## src/rtl/qtg_pkg.sv

```systemverilog
package qtg_pkg;
    typedef logic [1:0] qidx_t;

    // Position index 0..3 to phases: {B,A} = 00,01,11,10
    function automatic logic [1:0] idx_to_ba(qidx_t idx);
        return {idx[1], idx[1] ^ idx[0]};
    endfunction
endpackage

```

## src/rtl/qtg_tick.sv

```systemverilog
module qtg_tick #(
    parameter int PER_W = 8
) (
    input  logic [PER_W-1:0] period,
    input  logic [PER_W-1:0] timer_q,
    output logic             tick,
    output logic [PER_W-1:0] timer_d
);
    logic [PER_W-1:0] last;

    always_comb begin
        last    = (period == '0) ? '0 : period - 1'b1;
        tick    = (timer_q >= last);
        timer_d = tick ? '0 : timer_q + 1'b1;
    end
endmodule

```

## src/rtl/qtg_phase.sv

```systemverilog
module qtg_phase
    import qtg_pkg::*;
(
    input  qidx_t idx,
    output logic  pa,
    output logic  pb
);
    logic [1:0] ba;

    always_comb begin
        ba = idx_to_ba(idx);
        pa = ba[0];
        pb = ba[1];
    end
endmodule

```

## src/rtl/qtest_gen.sv

```systemverilog
module qtest_gen
    import qtg_pkg::*;
#(
    parameter int PER_W = 8,
    parameter int CNT_W = 8
) (
    input  logic             clk,
    input  logic             rst_n,
    input  logic             tst_en,
    input  logic             gen_en,
    input  logic [PER_W-1:0] period,
    input  logic [CNT_W-1:0] step_cnt,
    input  logic             dir_neg,
    input  logic             ext_a,
    input  logic             ext_b,
    output logic             gen_a,
    output logic             gen_b,
    output logic             dec_a,
    output logic             dec_b,
    output logic             done
);
    typedef struct packed {
        logic [PER_W-1:0] timer;
        logic [CNT_W-1:0] steps;
        qidx_t            idx;
        logic             done;
    } state_t;

    state_t st_q, st_d;
    logic             active;
    logic             tick;
    logic [PER_W-1:0] timer_nxt;

    qtg_tick #(.PER_W(PER_W)) u_tick (
        .period  (period),
        .timer_q (st_q.timer),
        .tick    (tick),
        .timer_d (timer_nxt)
    );

    always_comb begin
        active = tst_en & gen_en;
        st_d   = st_q;
        if (!active) begin
            st_d = '0;
        end else if (st_q.steps >= step_cnt) begin
            st_d.done = 1'b1;
        end else begin
            st_d.timer = timer_nxt;
            if (tick) begin
                st_d.steps = st_q.steps + 1'b1;
                st_d.idx   = dir_neg ? st_q.idx - 2'd1 : st_q.idx + 2'd1;
            end
        end
    end

    always_ff @(posedge clk or negedge rst_n) begin
        if (!rst_n) st_q <= '0;
        else        st_q <= st_d;
    end

    qtg_phase u_phase (
        .idx (st_q.idx),
        .pa  (gen_a),
        .pb  (gen_b)
    );

    assign done  = st_q.done;
    assign dec_a = tst_en ? gen_a : ext_a;
    assign dec_b = tst_en ? gen_b : ext_b;
endmodule

```

## config.mk

```make
export PLATFORM = sky130hd
export DESIGN_NAME = qtest_gen
export DESIGN_NICKNAME = d
export VERILOG_FILES = /design/src/rtl/qtg_pkg.sv /design/src/rtl/qtg_tick.sv /design/src/rtl/qtg_phase.sv /design/src/rtl/qtest_gen.sv
export SDC_FILE = /design/constraint.sdc
export NUM_CORES = 1
export LEC_CHECK = 0
export ABC_CLOCK_PERIOD_IN_PS = 2220
export BUFFER_PORTS_ARGS = -buffer_cell sky130_fd_sc_hd__buf_2
export CORE_ASPECT_RATIO = 1.75
export CORE_UTILIZATION = 45
export CTS_CLUSTER_SIZE = 10
export DETAILED_ROUTE_END_ITERATION = 8
export MAX_ROUTING_LAYER = met4
export PLACE_DENSITY_LB_ADDON = 0.3
export SYNTH_ARGS = -nofsm -noshare
export SYNTH_HDL_FRONTEND = slang
export SYNTH_HIERARCHICAL = 1
export SYNTH_SLANG_ARGS = --single-unit
```

## constraint.sdc

```tcl
create_clock -name clk -period 2.22 [get_ports clk]
set_input_delay 0.666 -clock clk [delete_from_list [all_inputs] [get_ports clk]]
set_output_delay 0.666 -clock clk [all_outputs]
set_load 0.05 [all_outputs]
```

==> results of run 1 <==
[cell type report]
type,instances,area share [%]
inverter,16,2.69
clock buffer,4,2.01
sequential,19,21.3
timing repair buffer,50,14.3
tap,46,2.57
multi-input combinational,158,57.1
[cells in the mapped netlist (2+ instances only)]
library cell / n / area share [%]
nor2_1: 10 / 2.1
ha_1: 19 / 14
nand4_1: 3 / 1.1
xnor2_1: 4 / 2.0
a211oi_1: 7 / 3.0
nand3_1: 6 / 1.7
nand2_1: 37 / 7.9
xor2_1: 7 / 3.5
nor2b_1: 2 / 0.71
and3_1: 3 / 1.1
dfrtp_1: 19 / 27
o21a_1: 3 / 1.3
mux2i_1: 18 / 10
nand2b_1: 10 / 3.6
or4_4: 2 / 1.3
mux2_2: 2 / 1.3
a21oi_1: 6 / 1.7
inv_1: 16 / 3.4
buf_4: 4 / 1.7
[state kept, by name, indices dropped and copies added (netlist names)]
name,cells
done,1
st_q,18
[metal layers]
layer / track usage [%] / vias up
met2: 41.1 / 41
met4: 10.7 / 0
met3: 2.17 / 15
met5: - / -
met1: 20.9 / 741
li1: - / 783
[stage by stage]
stage / hold WS (ns) / cell area, µm² / std cells / total power [mW] / TNS, ns
2_1_floorplan: 0.370 / 1810 / 199 / 0.442 / -14.76
3_3_place_gp: 0.504 / 2100 / 285 / 0.498 / -18.07
3_5_place_dp: 0.507 / 2100 / 285 / 0.501 / -20.01
4_1_cts: 0.362 / 2200 / 292 / 0.750 / -14.85
5_1_grt: 0.377 / 2240 / 293 / 0.794 / -17.26
6_report: 0.343 / 2240 / 293 / 0.748 / -14.38
[cell families (layout without fill, tap and decap cells)]
family                     count (synthesis)  after routing  synth area share [%]
DFF                                       19             19                  27.1
muxes                                     20             20                  11.6
and+or+nand+nor                           81             81                  23.8
AOI/OAI and AO/OA                         27             27                  12.4
buffers and inverters                     22             70                  6.00
xor gates and xnor gates                  11             11                  5.50
adders and majority gates                 19             19                  13.6
[worst max-delay path, cell delays in order]
cell and delay, ns:
buf_6 0.09, or4_4 0.56, nor4_4 0.17, nand3_1 0.12
o21a_1 0.14, ha_4 0.27, and3_4 0.18, o211ai_1 0.10
o21ai_2 0.17, and4b_2 0.29, nand4_1 0.12, a211oi_2 0.19
mux2i_1 0.20
[timing repair]
action,CTS,global route
hold endpoints to repair,0,0
pin swaps,4,0
setup buffers,3,1
setup endpoints to repair,18,18
hold buffers,0,0
resized for setup,5,5
[power groups by stage]
stage                     clock network [mW]  logic, mW  registers [mW]
after CTS                              0.249      0.151           0.351
after detailed placement                   0      0.144           0.357
after floorplan                            0     0.0856           0.357
after global routing                   0.271      0.172           0.351
final                                  0.246      0.152           0.351
after global placement                     0      0.140           0.358
[final timing paths]
kind                            slack [ns]                  from              endpoint
worst max-delay path                 -0.88             period[3]   st_q[9]$_DFFE_PN0P_
worst min-delay path                  0.34                 rst_n   st_q[2]$_DFFE_PN0P_
worst max register to register        0.08  st_q[11]$_DFFE_PN0P_   st_q[9]$_DFFE_PN0P_
worst min register to register        0.52      done$_DFFE_PN0P_      done$_DFFE_PN0P_
max in group asynchronous             1.57                 rst_n  st_q[16]$_DFFE_PN0P_
min in group clk                      0.52      done$_DFFE_PN0P_      done$_DFFE_PN0P_
==> results.md, run 1 <==
- Outcome: finished, violations left
- Failing checks: setup timing
- RSZ-0062 raised after global routing: true
- Footprint of the multi-input gates: 1280 µm²
- Reg clk slew, reported paths: 0.07 ns
- Final period util: 140%
- Commonest non-fill, non-tap cell in the layout: nand2_1
- Share of power burned in registers: 46.8%
- Worst Slack Setup Final: -0.881 ns
- Fillers: 324
- Largest net degree at the start of global routing: 38
- Clock Root Buffer: clkbuf_8
- Gr usage total: 21.7%
- Final Hold Fails: 0
- Fin nets: 290
- Clock Power Share: 32.9%
- Synthesized area: 1750 µm²
- Post-synth EDFFs: 0
- Critical Path Sink Type: flip-flop
- Initial antenna violation count: 0
- GRT overflow: 0
- Worst Path Required: 2.41 ns
- Crit path max fanout: 4
- Worst Skew: 0.00122 ns
- 1st-iter DRT viols: 27
- H-tree depth: 1
- Post-layout util: 61.0%
- Internal power: 544 µW
- Minimum clock period: 3.10 ns
- Avg Inst Size Synth: 8.80 µm²
- Static Leak: 1.11 nW
- YS warnings: 6
- Max-cap viol count: 0
- I/O Pins: 28
- Wirelength per Cell: 13.5 µm
- Via density: 5.39
- Power density over cell area: 335 nW/µm²
- Most frequent cells in the layout: 37 x nand2_1, 25 x buf_2, 23 x buf_4
- P_sw: 204 µW
- Register area: 475 µm²
- Met2 WL post-DR: 2.24 mm
- Routability congestion estimate: 0.859
- Number of global-route vias before repair: 1638
- Asr flop ratio synth: 100%
- Die X: 49.2 µm
- Clock Latency Late Sink: 0.26 ns
- Remaining DRCs: 0
- PortBufs: 27
- Num CTS Buffers: 3
- CTS tree: yes
- Combinational share of power: 20.3%
- CTS max path bufs: 2
- Sw Share: 27.3%
- Crit Path Category: in2reg
- Die area: 4160 µm²
- Fmax: 322 MHz
- Area Growth Syn to Fin: 27.6%
- Startpoint type of the worst setup path: input pin
- Max Used Layer: met4
- Die extent in y: 84.5 µm
- Dpl hpwl: 3.08 mm
- Met3 WL: 97 µm
- Share of cells above drive strength 1: 32.8%
- Sequential fraction of the synthesis area: 27.1%
- Core Box Area: 3660 µm²
- Clock sinks: 19
- Ys flop type: dfrtp_1
- R2R depth: 9
- Drt pass-1 iters: 4
- Total detailed-routing wirelength: 3.94 mm
- Worst Tran Pin Value: 0.613 ns
- Slew Viols, Final: 0
- Post-Syn Nets: 241
- Maximum vdd drop: 0.000349 V
- Via count: 1580
- Post-synthesis cell type count: 40
- Antenna viol nets, final: 0
- Hold Crit Class: in2async
- Initial Utilization: 47.8%
- Met1 WL: 1.46 mm
- CP Data Arrival Time: 3.29 ns
- DP Worst Slack: -1.21 ns
- Global-route wire length before repair: 6.90 mm
- Post-Syn Instances: 199
- Synth Register Bits: 19
- # diodes: 0
- Headroom to the max-slew limit: 59.1%
- Final setup viols: 18
- # rows: 29
Power figures use the tool's default switching activity.
==> run 2: changes to the inputs <==
CTS_BUF_LIST = sky130_fd_sc_hd__clkbuf_8   (was not set)
RECOVER_POWER = 25   (was not set)
==> results.md, run 2 (synthesis gave the netlist of run 1 again) <==
- Minimum clock period: 3.10 ns
- Die X: 49.2 µm
- Final setup viols: 18
- Number of global-route vias before repair: 1638
- CP Data Arrival Time: 3.29 ns
- # rows: 29
- Post-CTS Hold Buffers: 0
- CP Buf/Inv Count: 1
- CTS tree: yes
- Largest net degree at the start of global routing: 38
- I/O Pins: 28
- Clock Power Share: 32.5%
- Fin nets: 290
- 1st-iter DRT viols: 27
- Combinational share of power: 20.4%
- Via density: 5.42
- Crit path from: period[3]
- Critical Path Sink Type: flip-flop
- Area Growth Syn to Fin: 27.6%
- Crit Path Category: in2reg
- Via count: 1587
- H-tree depth: 1
- Static Leak: 1.11 nW
- R2R depth: 9
- Flop2flop setup slack: 0.08 ns
- Die extent in y: 84.5 µm
- PortBufs: 27
- Maximum vdd drop: 0.000349 V
- Final Hold Fails: 0
- Most frequent cells in the layout: 37 x nand2_1, 24 x buf_2, 23 x buf_4
- Share of cells above drive strength 1: 32.4%
- Setup TNS Final: -14.37 ns
- Clock sinks: 19
- Most flops, register: st_q
- Max incr delay on CP: 0.56 ns
- Post-layout util: 61.0%
- # diodes: 0
- Worst R2R Start: st_q[11]$_DFFE_PN0P_
- Commonest non-fill, non-tap cell in the layout: nand2_1
- FF-to-FF End: st_q[9]$_DFFE_PN0P_
- Wirelength per Cell: 13.5 µm
- Max-cap viol count: 0
- Hold Crit Class: reg2reg
- Dpl hpwl: 3.08 mm
- Initial antenna violation count: 0
- Clock Latency Late Sink: 0.26 ns
- Reg clk slew, reported paths: 0.07 ns
- Internal power: 539 µW
- CTS max path bufs: 2
- Slowest-stage cell, CP: or4_4
- Remaining DRCs: 0
- Num CTS Buffers: 3
- Clock Root Buffer: clkbuf_8
- P_sw: 205 µW
- Share of power burned in registers: 47.1%
- DP Area: 2100 µm²
- Sw Share: 27.6%
- Antenna viol nets, final: 0
- Worst Slack Setup Final: -0.879 ns
- Slew Viols, Final: 0
- GRT overflow: 0
- Gr usage total: 21.7%
- Global-route wire length before repair: 6.90 mm
- Startpoint type of the worst setup path: input pin
- Final period util: 140%
- CP delay by family, top: simple AND/OR/NAND/NOR gates
- Finished Cell Area: 2230 µm²
- Routability congestion estimate: 0.859
- Power density over cell area: 333 nW/µm²
- Drt pass-1 iters: 4
- Fmax: 323 MHz
- Initial Utilization: 47.8%
- Worst Tran Pin Value: 1.08 ns
- Die area: 4160 µm²
- Total detailed-routing wirelength: 3.95 mm
- CP Depth: 13
- Critical path endpoint: st_q[9]$_DFFE_PN0P_
- Worst Path Required: 2.41 ns
- DP Worst Slack: -1.21 ns
- CP Cell Sequence: buf_6, or4_4, nor4_4, nand3_1, o21a_1, ha_4, and3_4, o211ai_1, o21ai_2, and4b_2, nand4_1, a211oi_2, mux2i_1
- Max reg flops: 18
- Headroom to the max-slew limit: 27.8%
- Core Box Area: 3660 µm²
- Crit path max fanout: 4
- RSZ-0062 raised after global routing: true
- Worst Skew: 0.00150 ns
- Outcome: finished, violations left
- Failing checks: setup timing
## run 2: cell count changes in the layout (fill, tap and decap cells not counted), sizes merged
cell / before / now
inv: 16 / 17
buf: 50 / 49
## run 2: timing repair
| item | 4_1_cts | 5_1_grt |
|---|---|---|
| pin swaps | 4 | 0 |
| setup endpoints to repair | 18 | 18 |
| resized for setup | 5 | 5 |
| setup buffers | 3 | 1 |
## run 2: how the worst min path moves through the flow
stage                      from  slack [ns]  cells past startpoint                  end
6_report       done$_DFFE_PN0P_        0.52                      2     done$_DFFE_PN0P_
5_1_grt        done$_DFFE_PN0P_        0.56                      2     done$_DFFE_PN0P_
4_1_cts                   rst_n        0.36                      1  st_q[2]$_DFFE_PN0P_
3_5_place_dp   done$_DFFE_PN0P_        0.51                      2     done$_DFFE_PN0P_
3_3_place_gp   done$_DFFE_PN0P_        0.50                      2     done$_DFFE_PN0P_
2_1_floorplan             rst_n        0.37                      0     done$_DFFE_PN0P_
## run 2: power groups by stage
stage / combinational, mW / clock [mW] / sequential, mW
2_1_floorplan: 0.0856 / 0 / 0.357
3_3_place_gp: 0.140 / 0 / 0.358
3_5_place_dp: 0.144 / 0 / 0.357
4_1_cts: 0.151 / 0.245 / 0.351
5_1_grt: 0.172 / 0.267 / 0.351
6_report: 0.151 / 0.242 / 0.351
## run 2: worst register-to-register path: cells and delay by family, from the launching register on
family          cells  cell delay, ns
simple gates        3            0.52
fa+ha+maj           1            0.28
compound gates      3            0.60
flops               1            0.41
buf+inv             1            0.06
mux                 1            0.14
## run 2: cell type report
type | count | area (µm²)
repair buffers | 50 | 319
clock inverters | 1 | 3.75
well taps | 46 | 57.6
multi-input cells | 158 | 1280
fillers | 325 | 1430
inverters | 16 | 60.1
flip-flops and latches | 19 | 475
clock buffers | 3 | 41.3
## run 2: layer usage
| layer | vias to the layer above | global-route usage (%) | part of all wire, % |
|---|---|---|---|
| met2 | 41 | 41.1 | 56 |
| met3 | 15 | 2.17 | 2.5 |
| met1 | 747 | 20.9 | 37 |
| li1 | 784 | - | - |
| met5 | - | - | 0 |
| met4 | 0 | 10.7 | 3.7 |
## run 2: stage by stage
stage,std cells,hold WS (ns),power (mW)
after floorplan,199,0.370,0.442
after global placement,285,0.504,0.498
after detailed placement,285,0.507,0.501
after CTS,292,0.362,0.746
after global routing,293,0.557,0.789
final,293,0.517,0.744
